## src/rtl/fp_compare_pkg.sv

```systemverilog
package fp_compare_pkg;

   typedef enum logic [3:0] {
      CC_UN = 4'b0001,
      CC_EQ = 4'b0010,
      CC_GT = 4'b0100,
      CC_LT = 4'b1000
   } cmp_code_e;

   typedef struct packed {
      logic is_nan;
      logic is_zero;
   } op_class_t;

endpackage

```

## src/rtl/fp_operand_class.sv

```systemverilog
module fp_operand_class
   import fp_compare_pkg::*;
#(
   parameter int EXP_W  = 11,
   parameter int FRAC_W = 52
) (
   input  logic [EXP_W+FRAC_W:0] val_i,
   output op_class_t             cls_o
);
   localparam int DW = EXP_W + FRAC_W + 1;

   if (EXP_W < 2 || FRAC_W < 1) begin : g_bad_fmt
      $error("fp_operand_class: exponent and fraction widths too small");
   end

   logic [EXP_W-1:0]  exp_f;
   logic [FRAC_W-1:0] frac_f;

   assign exp_f  = val_i[DW-2 -: EXP_W];
   assign frac_f = val_i[FRAC_W-1:0];

   // Exponent all ones with a nonzero fraction is NaN; zero fraction is infinity.
   assign cls_o.is_nan  = (&exp_f) && (|frac_f);
   // Both signed zeros share a zero magnitude.
   assign cls_o.is_zero = ~|val_i[DW-2:0];
endmodule

```

## src/rtl/fp_order_core.sv

```systemverilog
module fp_order_core
   import fp_compare_pkg::*;
#(
   parameter int DW        = 64,
   parameter int CMP_STYLE = 0   // 0: biased-key compare, 1: sign-magnitude compare
) (
   input  logic [DW-1:0] a_i,
   input  logic [DW-1:0] b_i,
   input  op_class_t     cls_a_i,
   input  op_class_t     cls_b_i,
   output cmp_code_e     code_o
);
   if (CMP_STYLE != 0 && CMP_STYLE != 1) begin : g_bad_style
      $error("fp_order_core: CMP_STYLE must be 0 or 1");
   end

   logic any_nan;
   logic both_zero;

   assign any_nan   = cls_a_i.is_nan | cls_b_i.is_nan;
   assign both_zero = cls_a_i.is_zero & cls_b_i.is_zero;

   if (CMP_STYLE == 0) begin : g_key
      // Map each pattern to an unsigned key that grows with the numeric value.
      logic [DW-1:0] key_a;
      logic [DW-1:0] key_b;

      assign key_a = a_i[DW-1] ? ~a_i : {1'b1, a_i[DW-2:0]};
      assign key_b = b_i[DW-1] ? ~b_i : {1'b1, b_i[DW-2:0]};

      always_comb begin
         if (any_nan)            code_o = CC_UN;
         else if (both_zero)     code_o = CC_EQ;
         else if (key_a < key_b) code_o = CC_LT;
         else if (key_a > key_b) code_o = CC_GT;
         else                    code_o = CC_EQ;
      end
   end else begin : g_signmag
      logic          sgn_a;
      logic          sgn_b;
      logic [DW-2:0] mag_a;
      logic [DW-2:0] mag_b;
      logic          mag_lt;

      assign sgn_a  = a_i[DW-1];
      assign sgn_b  = b_i[DW-1];
      assign mag_a  = a_i[DW-2:0];
      assign mag_b  = b_i[DW-2:0];
      assign mag_lt = mag_a < mag_b;

      always_comb begin
         if (any_nan)             code_o = CC_UN;
         else if (both_zero)      code_o = CC_EQ;
         else if (sgn_a != sgn_b) code_o = sgn_a ? CC_LT : CC_GT;
         else if (mag_a == mag_b) code_o = CC_EQ;
         else if (mag_lt ^ sgn_a) code_o = CC_LT;
         else                     code_o = CC_GT;
      end
   end
endmodule

```

## src/rtl/fp_cond_merge.sv

```systemverilog
module fp_cond_merge #(
   parameter int CR_W    = 32,
   parameter int FIELD_W = 4,
   parameter int SEL_W   = 3,
   parameter int FS_W    = 32,
   parameter int CC_LSB  = 11
) (
   input  logic [CR_W-1:0]    cr_i,
   input  logic [FS_W-1:0]    fpscr_i,
   input  logic [SEL_W-1:0]   sel_i,
   input  logic [FIELD_W-1:0] code_i,
   input  logic               apply_i,
   output logic [CR_W-1:0]    cr_o,
   output logic [FS_W-1:0]    fpscr_o
);
   localparam int NUM_FIELDS = CR_W / FIELD_W;
   localparam int PAD_W      = FS_W - FIELD_W - 1;
   localparam logic [FS_W-1:0] CC_MASK =
      {{PAD_W{1'b0}}, {(FIELD_W+1){1'b1}}} << CC_LSB;

   if (CR_W % FIELD_W != 0) begin : g_bad_cr
      $error("fp_cond_merge: CR_W must be a multiple of FIELD_W");
   end
   if ((1 << SEL_W) != NUM_FIELDS) begin : g_bad_sel
      $error("fp_cond_merge: SEL_W does not address every field");
   end
   if (CC_LSB + FIELD_W >= FS_W) begin : g_bad_cc
      $error("fp_cond_merge: code bits fall outside the status word");
   end

   // Field k sits at the top of the word for k = 0, walking downward.
   for (genvar k = 0; k < NUM_FIELDS; k++) begin : g_field
      localparam int HI = CR_W - 1 - k * FIELD_W;
      logic hit;
      assign hit = apply_i && (sel_i == SEL_W'(k));
      assign cr_o[HI -: FIELD_W] = hit ? code_i : cr_i[HI -: FIELD_W];
   end

   logic [FS_W-1:0] code_ext;
   assign code_ext = {{(FS_W-FIELD_W){1'b0}}, code_i} << CC_LSB;

   assign fpscr_o = apply_i ? ((fpscr_i & ~CC_MASK) | code_ext) : fpscr_i;
endmodule

```

## src/rtl/fp_compare_cond.sv

```systemverilog
module fp_compare_cond
   import fp_compare_pkg::*;
#(
   parameter int EXP_W     = 11,
   parameter int FRAC_W    = 52,
   parameter int CR_W      = 32,
   parameter int FIELD_W   = 4,
   parameter int FS_W      = 32,
   parameter int IDX_W     = 5,
   parameter int CC_LSB    = 11,
   parameter int CMP_STYLE = 0
) (
   input  logic                       clk,
   input  logic                       rst_n,
   input  logic                       start_i,
   input  logic [EXP_W+FRAC_W:0]      a_i,
   input  logic [EXP_W+FRAC_W:0]      b_i,
   input  logic                       ordered_i,
   input  logic [IDX_W-1:0]           dest_idx_i,
   input  logic [CR_W-1:0]            cr_i,
   input  logic [FS_W-1:0]            fpscr_i,
   output logic [CR_W-1:0]            cr_o,
   output logic [FS_W-1:0]            fpscr_o,
   output logic                       trap_o,
   output logic                       illegal_o,
   output logic                       done_o
);
   localparam int DW         = EXP_W + FRAC_W + 1;
   localparam int NUM_FIELDS = CR_W / FIELD_W;
   localparam int SEL_W      = $clog2(NUM_FIELDS);
   localparam int PAD_W      = IDX_W - SEL_W;

   if (FIELD_W != 4) begin : g_bad_field
      $error("fp_compare_cond: the one-hot code needs FIELD_W of 4");
   end
   if (PAD_W < 1) begin : g_bad_idx
      $error("fp_compare_cond: IDX_W must exceed the field-select width");
   end

   // Decode
   logic [SEL_W-1:0] field_sel;
   logic             bad_enc;
   assign field_sel = dest_idx_i[IDX_W-1 -: SEL_W];
   assign bad_enc   = |dest_idx_i[PAD_W-1:0];

   // Classification and ordering
   op_class_t cls_a;
   op_class_t cls_b;
   cmp_code_e code;

   fp_operand_class #(.EXP_W(EXP_W), .FRAC_W(FRAC_W)) u_cls_a (
      .val_i(a_i), .cls_o(cls_a));
   fp_operand_class #(.EXP_W(EXP_W), .FRAC_W(FRAC_W)) u_cls_b (
      .val_i(b_i), .cls_o(cls_b));

   fp_order_core #(.DW(DW), .CMP_STYLE(CMP_STYLE)) u_order (
      .a_i(a_i), .b_i(b_i), .cls_a_i(cls_a), .cls_b_i(cls_b), .code_o(code));

   logic raise_trap;
   logic apply;
   assign raise_trap = ordered_i & (cls_a.is_nan | cls_b.is_nan);
   assign apply      = ~bad_enc & ~raise_trap;

   // Merge into the architectural words
   logic [CR_W-1:0] cr_nx;
   logic [FS_W-1:0] fpscr_nx;

   fp_cond_merge #(
      .CR_W(CR_W), .FIELD_W(FIELD_W), .SEL_W(SEL_W),
      .FS_W(FS_W), .CC_LSB(CC_LSB)
   ) u_merge (
      .cr_i(cr_i), .fpscr_i(fpscr_i), .sel_i(field_sel),
      .code_i(code), .apply_i(apply),
      .cr_o(cr_nx), .fpscr_o(fpscr_nx));

   // Result register
   always_ff @(posedge clk or negedge rst_n) begin
      if (!rst_n) begin
         cr_o      <= '0;
         fpscr_o   <= '0;
         trap_o    <= 1'b0;
         illegal_o <= 1'b0;
         done_o    <= 1'b0;
      end else begin
         done_o <= start_i;
         if (start_i) begin
            cr_o      <= cr_nx;
            fpscr_o   <= fpscr_nx;
            trap_o    <= raise_trap;
            illegal_o <= bad_enc;
         end
      end
   end

   // Checks on the registered result
   function automatic logic [CR_W-1:0] field_mask(input logic [SEL_W-1:0] s);
      logic [CR_W-1:0] m;
      m = '0;
      m[CR_W-1 -: FIELD_W] = '1;
      return m >> (int'(s) * FIELD_W);
   endfunction

   p_done_after_start_r2: assert property (@(posedge clk) disable iff (!rst_n)
      start_i |=> done_o);
   p_done_single_r2: assert property (@(posedge clk) disable iff (!rst_n)
      !start_i |=> !done_o);
   p_hold_between_r2: assert property (@(posedge clk) disable iff (!rst_n)
      !start_i |=> ($stable(cr_o) && $stable(fpscr_o)));
   p_code_onehot_r4: assert property (@(posedge clk) disable iff (!rst_n)
      (done_o && !trap_o && !illegal_o) |->
         ($countones(fpscr_o[CC_LSB +: FIELD_W]) == 1 && !fpscr_o[CC_LSB+FIELD_W]));
   p_fields_kept_r6: assert property (@(posedge clk) disable iff (!rst_n)
      (done_o && !trap_o && !illegal_o) |->
         (((cr_o ^ $past(cr_i)) & ~field_mask($past(field_sel))) == '0));
   p_trap_strict_only_r8: assert property (@(posedge clk) disable iff (!rst_n)
      (done_o && trap_o) |-> $past(ordered_i));
   p_no_update_r9: assert property (@(posedge clk) disable iff (!rst_n)
      (done_o && (illegal_o || trap_o)) |->
         (cr_o == $past(cr_i) && fpscr_o == $past(fpscr_i)));
endmodule

```

## config.mk

```make
export PLATFORM = sky130hd
export DESIGN_NAME = fp_compare_cond
export DESIGN_NICKNAME = d
export VERILOG_FILES = /design/src/rtl/fp_compare_pkg.sv /design/src/rtl/fp_operand_class.sv /design/src/rtl/fp_order_core.sv /design/src/rtl/fp_cond_merge.sv /design/src/rtl/fp_compare_cond.sv
export SDC_FILE = /design/constraint.sdc
export NUM_CORES = 1
export LEC_CHECK = 0
export BUFFER_PORTS_ARGS = -buffer_cell sky130_fd_sc_hd__clkbuf_2
export CORE_UTILIZATION = 52
export CTS_CLUSTER_DIAMETER = 60
export DETAILED_ROUTE_END_ITERATION = 8
export MAX_ROUTING_LAYER = met4
export PLACE_DENSITY = 0.94
export RECOVER_POWER = 25
export SLEW_MARGIN = 20
export SYNTH_ARGS = -nofsm -noshare
export SYNTH_HDL_FRONTEND = slang
export SYNTH_SLANG_ARGS = --single-unit
export TNS_END_PERCENT = 20
```

## constraint.sdc

```tcl
create_clock -name clk -period 2 [get_ports clk]
set_clock_uncertainty 0.1 [all_clocks]
set_input_delay 0.2 -clock clk [delete_from_list [all_inputs] [get_ports clk]]
set_output_delay 0.2 -clock clk [all_outputs]
set_load 0.005 [all_outputs]
```

; ---- Yosys cells after proc, flatten, opt, wreduce, memory -nomap -nowiden
; Cells that the tools add are included.
[word_totals]
reg_bits = 67
input_bits = 201
output_inout_bits = 67
[classes]
order_cmp = 2
n_eq_ne = 7
muxes = 15
n_bitwise = 9
n_reduce_logical = 20
[ops]
columns = cell, n
row1 = 64-bit 2-to-1 mux, 2
row2 = 64-bit NOT, 2
row3 = 63-bit OR reduction, 2
row4 = 52-bit OR reduction, 2
row5 = 64-bit > comparator, 1
row6 = 64-bit less-than comparator, 1
row7 = 4-bit 2-to-1 mux, 11
row8 = 32-bit 2-to-1 mux, 1
row9 = 32-bit by 15-bit bitwise OR with 32-bit output, 1
row10 = 11-bit AND reduction, 2
row11 = "3-bit equality test, second input constant", 4
row12 = 1-bit logical AND, 10
row13 = "3-bit by 2-bit equality test with 1-bit output, second input constant", 2
row14 = 1-bit bitwise AND, 3
row15 = "3-bit by 1-bit equality test with 1-bit output, second input constant", 1
row16 = 3-bit logical NOT, 1
row17 = 3-bit 2-to-1 mux, 1
row18 = 1-bit logical NOT, 2
row19 = 1-bit NOT, 2
row20 = 2-bit OR reduction, 1
row21 = 1-bit bitwise OR, 1

; ---- Logic depth before layout (Yosys ltp)
; Gate-level depths: netlist of run 1.
[depth]
depth_word = 9
depth_mapped = 12
depth_no_buf = 10

; ---- By module
; A second synthesis of run 1 with hierarchy kept.
[unflattened]
hier_cells = 583
area_unflattened_um2 = 6293.5
[modules_own_cells]
columns = module, instances, cells_per_inst, area_per_inst_um2, seq_area_each_um2
row1 = fp_order_core, 1, 314, 2625.0, 0.0
row2 = fp_compare_cond, 1, 144, 2595.0, 1676.6
row3 = fp_cond_merge, 1, 73, 730.7, 0.0
row4 = fp_operand_class, 2, 26, 171.4, 0.0

; ---- Least setup slack after synthesis of run 1
; No wires, ideal clock.
[synth_path]
path_kind = input port to flip-flop
from = in a_i[63]
to = reg cr_o[13]
setup_time_ns = 0.144
t_arrival_ns = 2.993
required_ns = 1.756
slack_ns = -1.237
path_stages = 12
n_path_buf = 2
cell_sequence = clkbuf_1 buf_1 xor2_1 ha_1 a21oi_1 o21ai_1 a221oi_1 nand3_1 a21o_1 or3_1 a21oi_2 o221ai_1
[synth_via]
elab_chain_cells = 8
elab_cells_between_ends = 9
classes_between = order compare: 2 / mux: 6 / bitwise: 1
[synth_lines]
columns = item, line
row1 = start: declaration, fp_compare_cond.sv:16  ; input logic [EXP_W+FRAC_W:0] a_i,
row2 = 64-bit NOT, fp_order_core.sv:28  ; assign key_a = a_i[DW-1] ? ~a_i : {1'b1, a_i[DW-2:0]};
row3 = 64-bit 2-to-1 mux (*), fp_order_core.sv:28
row4 = 64-bit > comparator, fp_order_core.sv:35  ; else if (key_a > key_b) code_o = CC_GT;
row5 = 3-bit 2-to-1 mux, fp_order_core.sv:35
row6 = 4-bit 2-to-1 mux (*), fp_order_core.sv:34  ; else if (key_a < key_b) code_o = CC_LT;
row7 = 4-bit 2-to-1 mux (*), fp_order_core.sv:33  ; else if (both_zero) code_o = CC_EQ;
row8 = 4-bit 2-to-1 mux (*), fp_order_core.sv:32  ; if (any_nan) code_o = CC_UN;
row9 = 4-bit 2-to-1 mux (*), fp_cond_merge.sv:36  ; assign cr_o[HI -: FIELD_W] = hit ? code_i : cr_i[HI -: FIELD_W];
row10 = end signal: assignment, fp_compare_cond.sv:87  ; cr_o <= cr_nx;
row11 = end: declaration, fp_compare_cond.sv:22  ; output logic [CR_W-1:0] cr_o,
; Mark *: on every way between the ends. The rest lies on a longest branch, timed or not.
; A chain may end at the register's enable or synchronous reset.

; ---- Final worst setup path of run 1
[layout_path]
from = in a_i[63]
to = reg cr_o[18]
; Same word-level chain as after synthesis.

==> results.cfg, run 1 <==
[timing]
fin_crit_sh = 1.55
fmax_mhz = 323
grt_setup_unrepaired = yes
hold_viol = 4
whs_ns = -0.00272
period_minus_slack_ns = 3.09
slew_headroom = 0.640
worstMarginPinSlew_ns = 0.539
tns_ns = -27.43
setup_viol = 37
finalMaxSlewViolations = 0
fin_ws_ns = -1.09

[drt]
drt_iter0_drc = 916
wl_per_cell_um = 24.6
first_pass_iters = 7
ant_nets = 0
viasPerCell = 6.49
dr_total_vias = 7417
wl_um = 28100
drc_errors = 0

[critical_path]
critPathSlowestCell = nor4_4
critPathMaxStageDelay_ns = 0.53
r2r-end = cr_o[17]
crit_arrival_ns = 3.24
rrSetupSlack_ns = 0.95
crit_type = in -> reg
crit_chain = buf_12 > buf_16 > xor2_1 > ha_1 > nand4_1 > nor4_4 > a21boi_2 > o31a_1 > o21bai_4 > buf_4 > a211o_2 > o221ai_1
rr_worst_depth = 2
r2r-start = cr_o[17]
cp.required_ns = 2.15
critPathLaunchType = input pin
cp-end-kind = flop
crit_fanout = 8

[cts]
cts_tree = built
numCtsBuffers = 9
clk_pin_slew_ns = 0.07
cts-root-buf = clkbuf_16
cts.sinks = 67
htree_num_levels = 3
clock_tree.buffer_depth = 2
clock_latency_ns = 0.34

[hold_path]
worstHoldStart = fpscr_i[15]
min_path_type = in -> reg
hold_path_depth = 3
worst_hold_path.endpoint = fpscr_o[15]

[cells_and_area]
fin_nets = 1260
drive_gt1_frac = 0.507
area_growth_pct = 59.0
finalInstanceArea_um2 = 9330

[yosys]
avgSynthCellArea_um2 = 9.50
synth_top_family_by_area = XOR/XNOR gates
ys_types = 45
syn_area_um2 = 5870
synth_xor_area_frac = 0.188
synth_nets = 883
synth-simple-area-share = 0.147
netlist_instances = 618
synth_warnings = 0
yosys.area_share.adder = 0.136
yosysSeqAreaShare = 0.286
ys_ff_latch = 67
synth_compound_area_frac = 0.127
synthMuxAreaShare = 0.0808

[placed_design]
port_buffers = 267
dp_hpwl_um = 16100
postPlaceCellArea_um2 = 8060
gp_congestion = 1.02

[power_and_ir_drop]
vdd_drop_max_mv = 0.555
p_leak_nw = 4.55
power_mw = 5.50
power_density_nw_per_um2 = 589

[die]
ios = 268
core_area_um2 = 10900
start_util = 0.537
die_x_um = 108
dieArea_um2 = 11700
die_y_um = 108
core.rowCount = 38

[grt]
grt_max_degree = 90
first_global_vias = 7410
grt.total_usage = 0.431
grt_first_pass_wirelength_um = 37100
overflow = 0
antenna_found_initial = 1

[status]
violations = negative hold slack, negative setup slack
status = complete, but fails checks

[job]
drv_cap = 0
-- routing by layer --
metal  vias to the layer above  global-route usage  part of all wire
met2                       682               0.727              0.47
li1                       3032                   -                 -
met3                       275               0.128              0.12
met5                         -                   -                 0
met1                      3428               0.411              0.31
met4                         0               0.337             0.093
-- power breakdown --
part	internal, mW	total, mW	switching, mW
Clock	0.974	1.63	0.659
Combinational	1.06	2.28	1.22
Sequential	1.49	1.58	0.0971
Total	3.52	5.50	1.97
-- cell families (layout without fill, tap and decap cells) --
logic type                 Yosys count  after routing
xor gates and xnor gates           126            126
DFF                                 67             67
AOI/OAI and AO/OA                  104            105
other                                0              2
adders and majority gates           64             64
muxes                               44             44
and+or+nand+nor                    160            160
buffers and inverters               53            434
-- cells in the mapped netlist (all sizes together) --
master / number / share of area
o221ai: 18 / 0.027
a21oi: 38 / 0.033
ha: 64 / 0.14
inv: 23 / 0.015
or4: 2 / 0.0026
a21boi: 1 / 0.0013
a221oi: 2 / 0.0030
o31ai: 1 / 0.0013
xnor2: 63 / 0.094
a211oi: 2 / 0.0026
buf: 13 / 0.0096
and4: 1 / 0.0015
nand3: 34 / 0.029
nor3: 2 / 0.0017
mux2: 27 / 0.052
o21a: 1 / 0.0013
or3: 2 / 0.0021
xor2: 63 / 0.094
mux2i: 17 / 0.029
a211o: 9 / 0.025
clkbuf: 16 / 0.010
nor3b: 1 / 0.0021
nand2b: 2 / 0.0026
o21bai: 1 / 0.0013
nand2: 32 / 0.020
a221o: 1 / 0.0017
o211ai: 2 / 0.0026
nand4: 21 / 0.022
nor2: 20 / 0.013
or2: 1 / 0.0011
a2111oi: 1 / 0.0015
dfrtp: 67 / 0.29
a21o: 5 / 0.0064
nor4: 38 / 0.044
nor2b: 2 / 0.0021
o31a: 1 / 0.0015
o21ai: 21 / 0.018
clkinv: 1 / 0.00064
nand3b: 2 / 0.0026
-- worst max-delay path, delay by kind of cell --
family | cells | cell delay (ns)
compound gates | 5 | 1.13
simple gates | 2 | 0.95
buf+inv | 3 | 0.45
fa+ha+maj | 1 | 0.31
xor+xnor | 1 | 0.17
-- flip-flops by register name (all words and copies together), names as in the netlist --
register	flops
fpscr_o	32
trap_o	1
illegal_o	1
done_o	1
cr_o	32
-- what timing repair did --
action / CTS / global route
resized for setup: 64 / 45
setup endpoints to repair: 38 / 38
pin swaps: 47 / 32
setup buffers: 12 / 6
hold buffers: 8 / 1
gates cloned: 5 / 2
endpoints found under the hold margin: 28 / 1
-- layout make-up --
type,count,area (um^2)
clock inverter,7,75.1
sequential,67,1680
inverter,24,90.1
clock buffer,9,225
tap,140,175
antenna,2,5.00
multi-input combinational,499,4530
timing repair buffer,394,2550
fill,524,1600
-- how the worst max path moves through the flow --
stage,startpoint,to,slack [ns],cells past startpoint
floorplan,b_i[63],cr_o[21],-0.64,11
global placement,a_i[63],cr_o[26],-0.90,11
detailed placement,a_i[63],cr_o[5],-1.08,11
CTS,a_i[63],cr_o[25],-0.48,13
global route,a_i[63],fpscr_o[13],-1.17,11
finish,a_i[63],cr_o[18],-1.09,12
-- metrics by stage --
stage          setup slack, ns   util  hold slack (ns)  cells
2_1_floorplan           -0.636      -           -0.196    618
3_3_place_gp            -0.900  0.737           0.0929   1090
3_5_place_dp             -1.08  0.737           0.0972   1090
4_1_cts                 -0.479  0.821         0.000905   1131
5_1_grt                  -1.17  0.853         -0.00211   1141
6_report                 -1.09  0.853         -0.00272   1142
-- placed cells by master (no fill, tap or decap), types with 3 or more instances in the layout --
cell type / n
o21ai_1: 14
nand2_1: 31
a21o_1: 4
nor4_1: 21
a211o_4: 9
dlygate4sd3_1: 9
clkbuf_2: 262
xor2_2: 7
o21ai_0: 6
mux2i_1: 16
nor4_4: 10
ha_1: 59
buf_16: 4
buf_2: 3
xnor2_2: 8
xnor2_1: 55
buf_12: 6
nor4_2: 7
inv_1: 23
a21oi_1: 29
nor2_1: 20
ha_4: 4
o221ai_1: 12
buf_8: 3
clkbuf_16: 10
mux2_2: 27
dfrtp_1: 67
buf_6: 11
buf_4: 94
nand3_1: 32
xor2_1: 56
a21oi_2: 8
nand4_1: 21
o221ai_2: 4
Power figures use the tool's default switching activity.
==> run 2: changes to the inputs <==
SKIP_CTS_REPAIR_TIMING = 1   (was default)
==> results.cfg, run 2 (same netlist as run 1, synthesis figures left out) <==
[cells_and_area]
area_growth_pct = 51.4
drive_gt1_frac = 0.481
multiInputGateArea_um2 = 4290
layout_commonest_cell = clkbuf_2
seqCellArea_um2 = 1680
finalNonFillerCells = 1121
n_fill_cell = 614
top_regs = cr_o: 32 flops, fpscr_o: 32 flops
fin_nets = 1240
layout_common_cells = clkbuf_2 (262), buf_4 (85), dfrtp_1 (67), ha_1 (64)

[drt]
drt_iter0_drc = 612
wl_per_cell_um = 21.0
viasPerCell = 6.17
ant_nets = 0
first_pass_iters = 5
dr_total_vias = 6912
drc_errors = 0
wl_um = 23500

[timing]
worstMarginPinSlew_ns = 0.531
fin_ws_ns = -0.715
setup_viol = 38
tns_ns = -19.15
finalMaxSlewViolations = 0
grt_setup_unrepaired = yes
fmax_mhz = 368
fin_crit_sh = 1.36
slew_headroom = 0.646
period_minus_slack_ns = 2.72
hold_viol = 0

[critical_path]
crit_fanout = 12
rr_worst_depth = 1
startpoint = a_i[63]
cp.required_ns = 2.14
r2r-end = fpscr_o[9]
rrSetupSlack_ns = 1.09
cp-end-kind = flop
crit_end = cr_o[15]
r2r-start = fpscr_o[9]
crit_type = in -> reg
critPathLaunchType = input pin
crit_arrival_ns = 2.85

[status]
violations = negative setup slack
status = complete, but fails checks

[placed_design]
dp_hpwl_um = 16100
numPlacedInstances = 1090
gp_congestion = 1.02
port_buffers = 267
post-place-ws_ns = -1.08

[grt]
grt_max_degree = 90
antenna_found_initial = 1
grt_first_pass_wirelength_um = 30800
grt.total_usage = 0.351
overflow = 0
first_global_vias = 6474

[job]
drv_cap = 0

[cts]
htree_num_levels = 3
numCtsBuffers = 9
cts_tree = built
cts.sinks = 67
clock_tree.buffer_depth = 2
clock_latency_ns = 0.33
clk_pin_slew_ns = 0.06
cts-root-buf = clkbuf_16

[hold_path]
min_path_type = in -> reg

[die]
core.rowCount = 38
core_area_um2 = 10900
ios = 268
dieArea_um2 = 11700
die_y_um = 108
die_x_um = 108
start_util = 0.537

[power_and_ir_drop]
p_leak_nw = 4.39
vdd_drop_max_mv = 0.608
power_density_nw_per_um2 = 582
[run 2: cell types whose count changed in the layout (fill, tap and decap cells not counted), sizes merged]
cell,delta
buf,-16
clkbuf,+1
a211o,-1
dlygate4sd3,-4
diode,-1
[run 2: worst min-delay path by stage]
| stage | startpoint | end | slack (ns) | cells after the start |
|---|---|---|---|---|
| 2_1_floorplan | rst_n | cr_o[0] | -0.20 | 0 |
| 3_3_place_gp | rst_n | fpscr_o[30] | 0.09 | 1 |
| 3_5_place_dp | rst_n | fpscr_o[27] | 0.1 | 1 |
| 4_1_cts | rst_n | fpscr_o[27] | -0.25 | 1 |
| 5_1_grt | fpscr_i[20] | fpscr_o[20] | 0.001 | 2 |
| 6_report | cr_i[2] | cr_o[2] | 0.001 | 3 |
[run 2: layout make-up]
cell class,count,share of cell area
Timing Repair Buffer,375,0.265
Tap cell,140,0.0197
Sequential cell,67,0.189
Clock buffer,9,0.0253
Multi-Input combinational cell,498,0.483
Antenna cell,1,0.000282
Inverter,24,0.0101
Clock inverter,7,0.00845
[run 2: worst max-delay path, cell delays in order]
cell and delay (ns):
buf_6 0.15, clkbuf_16 0.20, buf_4 0.14, xor2_1 0.21, ha_1 0.31, nand4_1 0.20
nor3_1 0.11, a221oi_2 0.26, o211ai_1 0.17, o21bai_2 0.18, nor3b_4 0.25, buf_12 0.15
mux2i_1 0.10, a21oi_1 0.21
[run 2: report_power, final]
group | internal [mW] | leakage [nW] | switching (mW)
combinational | 0.962 | 3.45 | 1.04
sequential | 1.49 | 0.794 | 0.0887
clock | 0.973 | 0.150 | 0.626
[run 2: per-stage QoR]
| step | hold slack [ns] | power [mW] | util | area, um^2 |
|---|---|---|---|---|
| 2_1_floorplan | -0.196 | 2.50 | - | 6060 |
| 3_3_place_gp | 0.0929 | 3.21 | 0.737 | 8060 |
| 3_5_place_dp | 0.0972 | 3.31 | 0.737 | 8060 |
| 4_1_cts | -0.250 | 4.92 | 0.764 | 8360 |
| 5_1_grt | 0.00127 | 5.41 | 0.813 | 8890 |
| 6_report | 0.00100 | 5.18 | 0.813 | 8890 |
[run 2: layer usage]
| layer | GRT usage | part of all wire | up-vias |
|---|---|---|---|
| li1 | - | - | 2990 |
| met1 | 0.363 | 0.34 | 3224 |
| met2 | 0.611 | 0.50 | 515 |
| met3 | 0.0753 | 0.089 | 183 |
| met4 | 0.207 | 0.074 | 0 |
| met5 | - | 0 | - |
==> run 3: changes to the inputs <==
BUFFER_PORTS_ARGS = default   (was -buffer_cell sky130_fd_sc_hd__clkbuf_2)
CORE_AREA = 2 2 105 107   (was default)
CORE_UTILIZATION = default   (was 52)
DIE_AREA = 0 0 107 109   (was default)
DONT_BUFFER_PORTS = 1   (was default)
PLACE_DENSITY = 0.78   (was 0.94)
TNS_END_PERCENT = 1   (was 20)
==> results.cfg, run 3 (same netlist as run 1, synthesis figures left out) <==
[placed_design]
post-place-ws_ns = -0.754
gp_congestion = 0.913
port_buffers = 0
dp_hpwl_um = 13100

[drt]
viasPerCell = 6.33
dr_total_vias = 5431
drc_errors = 0
first_pass_iters = 7
wl_per_cell_um = 22.5
ant_nets = 0
drt_iter0_drc = 457
wl_um = 19300

[critical_path]
crit_arrival_ns = 2.44
crit_fanout = 64
startpoint = a_i[63]
crit_type = in -> reg
r2r-end = fpscr_o[20]
r2r-start = fpscr_o[20]
cp.required_ns = 2.10
crit_end = cr_o[17]
cp-end-kind = flop
critPathLaunchType = input pin
rr_worst_depth = 2
rrSetupSlack_ns = 0.26

[grt]
grt.total_usage = 0.275
grt_first_pass_wirelength_um = 24600
first_global_vias = 4935
antenna_found_initial = 0
grt_max_degree = 92
overflow = 0

[timing]
period_minus_slack_ns = 2.34
slew_headroom = 0.538
finalMaxSlewViolations = 0
whs_ns = -0.0403
setup_viol = 29
fmax_mhz = 427
hold_viol = 6
fin_crit_sh = 1.17
grt_setup_unrepaired = yes
fin_ws_ns = -0.343
tns_ns = -7.14
worstMarginPinSlew_ns = 0.675

[cells_and_area]
fin_nets = 979
final_core_util = 0.697
multiInputGateArea_um2 = 4160
top_regs = cr_o: 32 flops, fpscr_o: 32 flops
n_fill_cell = 761
area_growth_pct = 26.0
diodes = 0
seqCellArea_um2 = 1680
layout_commonest_cell = dlygate4sd3_1
layout_common_cells = dlygate4sd3_1 (86), dfrtp_1 (67), ha_1 (64), xor2_1 (63), xnor2_1 (62)
drive_gt1_frac = 0.148

[job]
drv_cap = 0

[die]
start_util = 0.554
core_area_um2 = 10600
die_x_um = 107
dieArea_um2 = 11700
die_y_um = 109
core.rowCount = 38
ios = 268

[status]
violations = negative hold slack, negative setup slack
status = complete, but fails checks

[cts]
htree_num_levels = 3
clock_tree.buffer_depth = 2
cts.sinks = 67
cts_tree = built
clock_latency_ns = 0.34
cts-root-buf = clkbuf_8
clk_pin_slew_ns = 0.07
numCtsBuffers = 9

[power_and_ir_drop]
vdd_drop_max_mv = 0.422
power_mw = 3.98
power_density_nw_per_um2 = 539
p_leak_nw = 3.11

[hold_path]
min_path_type = in -> reg
[run 3: critical path, stage by stage]
cell	delay, ns
xor2_1	0.17
ha_1	0.31
nand4_1	0.20
nor2_1	0.08
a221o_1	0.33
o31a_1	0.28
or3_4	0.41
a21oi_4	0.15
buf_12	0.14
o221ai_1	0.12
[run 3: how the worst min path moves through the flow]
stage | start | endpoint | slack (ns) | depth (start not counted)
3_5_place_dp | rst_n | cr_o[15] | -0.19 | 0
3_3_place_gp | rst_n | fpscr_o[20] | -0.19 | 0
4_1_cts | rst_n | cr_o[15] | -0.57 | 0
5_1_grt | cr_i[15] | cr_o[15] | -0.008 | 2
2_1_floorplan | rst_n | cr_o[0] | -0.20 | 0
6_report | cr_i[8] | cr_o[8] | -0.04 | 2
[run 3: final cells by class]
class	count	area share
well taps	140	0.0237
clock buffers	10	0.0173
inverters	24	0.0122
multi-input cells	498	0.562
flip-flops and latches	67	0.227
clock inverters	5	0.00423
repair buffers	114	0.154
[run 3: per-stage QoR]
| step | std cells | cell area (um^2) | hold slack [ns] |
|---|---|---|---|
| 2_1_floorplan | 618 | 6060 | -0.196 |
| 3_3_place_gp | 753 | 6150 | -0.194 |
| 3_5_place_dp | 753 | 6150 | -0.194 |
| 4_1_cts | 768 | 6310 | -0.566 |
| 5_1_grt | 858 | 7390 | -0.00812 |
| 6_report | 858 | 7390 | -0.0403 |
[run 3: power breakdown]
group	switching, mW	total (mW)	internal [mW]
logic	0.622	1.36	0.736
clock network	0.565	1.00	0.440
registers	0.136	1.62	1.48
total	1.32	3.98	2.66
[run 3: metal layers]
metal  wire, um  part of all wire  vias up  global-route usage
li1           -                 -     2445                   -
met1       7050              0.36     2575               0.318
met2       9610              0.50      332               0.456
met3       1800             0.093       79              0.0795
met4        879             0.045        0              0.0993
met5          0                 0        -                   -
